File: config.mk
export PLATFORM = sky130hd
export DESIGN_NAME = miss_tracker
export DESIGN_NICKNAME = d
export VERILOG_FILES = /design/src/rtl/miss_tracker_pkg.sv /design/src/rtl/mt_slot.sv /design/src/rtl/mt_pick.sv /design/src/rtl/miss_tracker.sv
export SDC_FILE = /design/constraint.sdc
export NUM_CORES = 1
export LEC_CHECK = 0
export ABC_AREA = 1
export BUFFER_PORTS_ARGS = -buffer_cell sky130_fd_sc_hd__buf_2
export CAP_MARGIN = 25
export CORE_MARGIN = 2
export CORE_UTILIZATION = 50
export DETAILED_ROUTE_END_ITERATION = 8
export GPL_ROUTABILITY_DRIVEN = 0
export PLACE_DENSITY = 0.85
export SLEW_MARGIN = 20
export SYNTH_ARGS = -nofsm -noshare
export SYNTH_HDL_FRONTEND = slang
export SYNTH_SLANG_ARGS = --single-unit
File: constraint.sdc
create_clock -name clk_i -period 1.35 [get_ports clk_i]
set_clock_uncertainty 0.05 [all_clocks]
set_input_delay 0.135 -clock clk_i [delete_from_list [all_inputs] [get_ports clk_i]]
set_output_delay 0.135 -clock clk_i [all_outputs]
set_load 0.02 [all_outputs]
File: src/rtl/miss_tracker_pkg.sv
package miss_tracker_pkg;
  localparam int unsigned MT_SLOTS = 3;
  localparam int unsigned MT_REG_W = 4;

  function automatic int unsigned idx_bits(input int unsigned n);
    return (n > 1) ? $clog2(n) : 1;
  endfunction
endpackage

File: src/rtl/mt_slot.sv
module mt_slot #(
  parameter int unsigned REG_W  = 4,
  parameter int unsigned SLOT_W = 2,
  parameter int unsigned ID     = 0
) (
  input  logic              clk_i,
  input  logic              rst_ni,
  input  logic              fill_valid_i,
  input  logic [SLOT_W-1:0] fill_slot_i,
  input  logic              alloc_i,
  input  logic [REG_W-1:0]  alloc_dst_i,
  input  logic              iss_valid_i,
  input  logic [REG_W-1:0]  iss_src_a_i,
  input  logic [REG_W-1:0]  iss_src_b_i,
  input  logic [REG_W-1:0]  iss_dst_i,
  output logic              vld_o,
  output logic              live_o,
  output logic              hit_o
);
  logic             vld_q;
  logic [REG_W-1:0] dst_q;
  logic             clr;

  assign clr = fill_valid_i && (fill_slot_i == SLOT_W'(ID));

  always_ff @(posedge clk_i or negedge rst_ni) begin
    if (!rst_ni) begin
      vld_q <= 1'b0;
      dst_q <= '0;
    end else if (alloc_i) begin
      vld_q <= 1'b1;
      dst_q <= alloc_dst_i;
    end else if (clr) begin
      vld_q <= 1'b0;
    end
  end

  // refill releases the register in the cycle it arrives
  assign vld_o  = vld_q;
  assign live_o = vld_q && !clr;
  assign hit_o  = live_o && iss_valid_i &&
                  ((dst_q == iss_src_a_i) || (dst_q == iss_src_b_i) || (dst_q == iss_dst_i));

  a_r2_alloc_free_only: assert property (@(posedge clk_i) disable iff (!rst_ni)
    alloc_i |-> !live_o);
  a_r8_fill_clears: assert property (@(posedge clk_i) disable iff (!rst_ni)
    clr && !alloc_i |=> !vld_q);
  a_r2_alloc_sets: assert property (@(posedge clk_i) disable iff (!rst_ni)
    alloc_i |=> vld_q && (dst_q == $past(alloc_dst_i)));
endmodule

File: src/rtl/mt_pick.sv
module mt_pick #(
  parameter int unsigned N     = 3,
  parameter int unsigned IDX_W = 2
) (
  input  logic [N-1:0]     free_i,
  output logic             any_o,
  output logic [IDX_W-1:0] idx_o,
  output logic [N-1:0]     oh_o
);
  // lowest index wins
  always_comb begin
    any_o = 1'b0;
    idx_o = '0;
    oh_o  = '0;
    for (int i = N - 1; i >= 0; i--) begin
      if (free_i[i]) begin
        any_o    = 1'b1;
        idx_o    = IDX_W'(i);
        oh_o     = '0;
        oh_o[i]  = 1'b1;
      end
    end
  end
endmodule

File: src/rtl/miss_tracker.sv
module miss_tracker
  import miss_tracker_pkg::*;
#(
  parameter int unsigned SLOTS  = MT_SLOTS,
  parameter int unsigned REG_W  = MT_REG_W,
  parameter int unsigned SLOT_W = idx_bits(SLOTS)
) (
  input  logic              clk_i,
  input  logic              rst_ni,
  input  logic              ld_valid_i,
  input  logic              ld_hit_i,
  input  logic [REG_W-1:0]  ld_dst_i,
  input  logic              fill_valid_i,
  input  logic [SLOT_W-1:0] fill_slot_i,
  input  logic              iss_valid_i,
  input  logic [REG_W-1:0]  iss_src_a_i,
  input  logic [REG_W-1:0]  iss_src_b_i,
  input  logic [REG_W-1:0]  iss_dst_i,
  output logic              miss_take_o,
  output logic [SLOT_W-1:0] miss_slot_o,
  output logic              stall_o
);
  logic [SLOTS-1:0]  vld, live, hit, pick_oh, alloc_oh;
  logic              miss_req, any_free, full_stall, dep_stall;
  logic [SLOT_W-1:0] pick_idx;

  assign miss_req = ld_valid_i && !ld_hit_i;

  for (genvar g = 0; g < SLOTS; g++) begin : g_slot
    mt_slot #(.REG_W(REG_W), .SLOT_W(SLOT_W), .ID(g)) u_slot (
      .clk_i       (clk_i),
      .rst_ni      (rst_ni),
      .fill_valid_i(fill_valid_i),
      .fill_slot_i (fill_slot_i),
      .alloc_i     (alloc_oh[g]),
      .alloc_dst_i (ld_dst_i),
      .iss_valid_i (iss_valid_i),
      .iss_src_a_i (iss_src_a_i),
      .iss_src_b_i (iss_src_b_i),
      .iss_dst_i   (iss_dst_i),
      .vld_o       (vld[g]),
      .live_o      (live[g]),
      .hit_o       (hit[g])
    );
  end

  mt_pick #(.N(SLOTS), .IDX_W(SLOT_W)) u_pick (
    .free_i(~live),
    .any_o (any_free),
    .idx_o (pick_idx),
    .oh_o  (pick_oh)
  );

  assign miss_take_o = miss_req && any_free;
  assign alloc_oh    = pick_oh & {SLOTS{miss_take_o}};
  assign miss_slot_o = pick_idx;
  assign full_stall  = miss_req && !any_free;
  assign dep_stall   = |hit;
  assign stall_o     = full_stall || dep_stall;

  a_r7_full_blocks: assert property (@(posedge clk_i) disable iff (!rst_ni)
    miss_req && (&vld) && !fill_valid_i |-> stall_o && !miss_take_o);
  a_r9_fill_reuse: assert property (@(posedge clk_i) disable iff (!rst_ni)
    miss_req && (&vld) && fill_valid_i && (int'(fill_slot_i) < SLOTS)
      |-> miss_take_o && (miss_slot_o == fill_slot_i));
  a_r3_hit_quiet: assert property (@(posedge clk_i) disable iff (!rst_ni)
    ld_valid_i && ld_hit_i |-> !miss_take_o);
  a_r11_idle_issue: assert property (@(posedge clk_i) disable iff (!rst_ni)
    !iss_valid_i && !miss_req |-> !stall_o);
  a_r10_bad_fill: assert property (@(posedge clk_i) disable iff (!rst_ni)
    fill_valid_i && (int'(fill_slot_i) >= SLOTS) && !miss_take_o |=> vld == $past(vld));
  a_r2_one_alloc: assert property (@(posedge clk_i) disable iff (!rst_ni)
    $onehot0(alloc_oh));
endmodule

==> flow_metrics.tcl <==
set metrics [dict create \
    worstMarginPinSlew_ns 0.3278 \
    synth.avg_cell_area_um2 5.588 \
    first_pass_iters 4 \
    syn_inst 234 \
    synth-edff-count 0 \
    period_needed_ns 1.722 \
    grt_start_max_net_pins 16 \
    hold_class "in -> reg" \
    synth-seq-cells 15 \
    synth.most_common_cell "nand2_1" \
    final_util_pct 67.42 \
    antenna_left 0 \
    clock-sinks 15 \
    wl_um 3167 \
    diodes 0 \
    cap_violations 0 \
    synth_seq_area_share_pct 28.71 \
    cp_num_buf_inv 2 \
    dp_cells 296 \
    arrival_ns 1.54 \
    async_flop_share_pct 100.0 \
    io_buffer_count 27 \
    path_common_cell "nand2_1" \
    max_freq_ghz 0.5808 \
    cts.clk_slew.worst_paths_ns 0.09 \
    synth_warnings 0 \
    h-tree-depth 1 \
    placed_area_um2 1518 \
    rsz0062_at_grt "yes" \
    max_slew_margin_pct 78.15 \
    drc_errors 0 \
    track_usage_pct 23.49 \
    synth_commonest_cells "128 x nand2_1, 33 x inv_1, 23 x nor2_1, 15 x dfrtp_1, 12 x o21ai_1" \
    critPathTopFamily "flip-flops" \
    finalMaxSlewViolations 0 \
    drt_first_iter_violations 25 \
    power_density_nw_per_um2 1459 \
    dp_hpwl_um 2385 \
    cp-end-kind "output pin" \
    synthTopCellsByArea "nand2_1 37%, dfrtp_1 29%, inv_1 9.5%, nor2_1 6.6%, o21ai_1 4.6%" \
    layout_setup_ws_ns -0.3718 \
    fin_area_um2 1670 \
    die_y_um 55.14 \
    ctsLongestPathBuffers 2 \
    avgViaCountPerCell 4.715 \
    cpPeakStageDelay_ns 0.46 \
    cts_tree "yes" \
    worst_ir_drop_vdd_v 0.001282 \
    pre_cts_ws_ns -0.02913 \
    synthesis.area_um2 1308 \
    cts_root_buf "clkbuf_4" \
    critPathSlowestCell "dfrtp_1" \
    fin_nets 304 \
    synth_cell_types 14 \
    core_um2 2477 \
    clk_latency_ns 0.30 \
    cts_buffers 3 \
    total_power_mw 2.437 \
    grt_pass1_vias 1241 \
    syn_to_final_growth_pct 27.75 \
    die_area_um2 3040 \
    hold_viol_final 0 \
    crit_path_start_kind "flip-flop" \
    fin_cells 309 \
    rows 18 \
    num_vias 1457 \
    fin_crit_sh_pct 127.5 \
    nFillCells 238 \
    outcome "finished, violations left" \
    start_util_pct 52.78 \
    fp.dieW_um 55.14 \
    synth_flop_cell "dfrtp_1" \
    drive_above_1_share_pct 27.24 \
    fin_setup_tns_ns -0.3759 \
    grt_pass1_wl_um 5023 \
    synth_area_leader_cell "nand2_1" \
    setup_viol 2 \
    grt-ovfl-total 0 \
    criticalPathCategory "reg -> out" \
    netlist.area_leader.share_pct 36.75 \
    required_ns 1.16 \
    post_drt_wl_per_cell_um 10.25 \
    violations "negative setup slack" \
    cp_max_fo 5 \
    syn-num-nets 258 \
    cp_cell_sequence "inv_1 -> nand2_1 -> nand2_1 -> nor2_1 -> nand2_1 -> nand3_2 -> a21oi_2 -> nand2_2 -> buf_6" \
    whs_ns 0.01083 \
    grt_antenna_before_repair 0 \
    leakage_nw 1.036 \
    ios 28 \
]
==> cells by family after synthesis <==
logic type	synth area share, %
buffers and inverters	10.33
xor gates and xnor gates	2.010
AOI/OAI and AO/OA	7.847
DFF	28.71
and+or+nand+nor	51.10
==> area by class of cell <==
cell class	instances	area [µm²]	share of cell area (%)
flip-flops and latches	15	377.9	22.62
clock inverters	1	5.005	0.2996
inverters	36	135.1	8.090
repair buffers	41	267.8	16.03
well taps	30	37.54	2.247
clock buffers	3	22.52	1.348
multi-input cells	183	824.5	49.36
==> flip-flops by register name (all words and copies together), names as in the netlist <==
register,flops
g_slot.u_slot.dst_q,12
g_slot.u_slot.vld_o,3
==> metal layers <==
layer	share of wire, %	GRT usage, %	vias up	wire (µm)
met5	0	0	-	0
met4	1.4	8.130	0	44
met3	4.1	3.226	5	131
met2	50	41.27	33	1594
met1	44	29.42	634	1396
li1	-	-	785	-
==> final timing paths <==
kind | start | to | slack (ns) | cells past startpoint
setup reg to reg | g_slot[1].u_slot.vld_o | g_slot[2].u_slot.dst_q[0] | 0.12 | 8
hold / removal | ld_dst_i[1] | g_slot[0].u_slot.dst_q[1] | 0.01 | 3
min in group asynchronous | rst_ni | g_slot[0].u_slot.dst_q[2] | 0.20 | 2
hold reg to reg | g_slot[2].u_slot.vld_o | g_slot[2].u_slot.vld_o | 0.50 | 2
setup / recovery | g_slot[2].u_slot.dst_q[3] | stall_o | -0.37 | 9
max in group asynchronous | rst_ni | g_slot[2].u_slot.dst_q[0] | 0.78 | 2
==> report_power, final <==
group / total (mW) / internal (mW) / leakage [nW] / switching (mW)
logic: 1.34 / 0.603 / 0.836 / 0.739
clock network: 0.267 / 0.111 / 0.0177 / 0.156
registers: 0.828 / 0.612 / 0.182 / 0.216
total: 2.44 / 1.33 / 1.04 / 1.11
==> cells in the final DEF (no fill, tap or decap), drive strengths merged <==
master,Yosys,layout
a21oi,2,2
buf,0,40
clkbuf,0,3
clkinv,0,1
dfrtp,15,15
dlygate4sd3,0,1
inv,36,36
nand2,133,133
nand3,4,4
nor2,27,27
o21ai,14,14
xor2,3,3
==> timing repair <==
item                                   in CTS  in global routing
setup endpoints to repair                   4                  4
setup buffers                               4                  4
endpoints found under the hold margin      15                  0
pin swaps                                   5                  5
gates resized for setup                    15                 12
hold buffers                                1                  0
==> worst reg2reg max path: cells and delay by family (launching register included) <==
kind / cells / cell delay, ns
AOI/OAI and AO/OA: 2 / 0.15
DFF: 1 / 0.39
buffers and inverters: 2 / 0.22
and+or+nand+nor: 4 / 0.32
(Power assumes the default switching activity.)
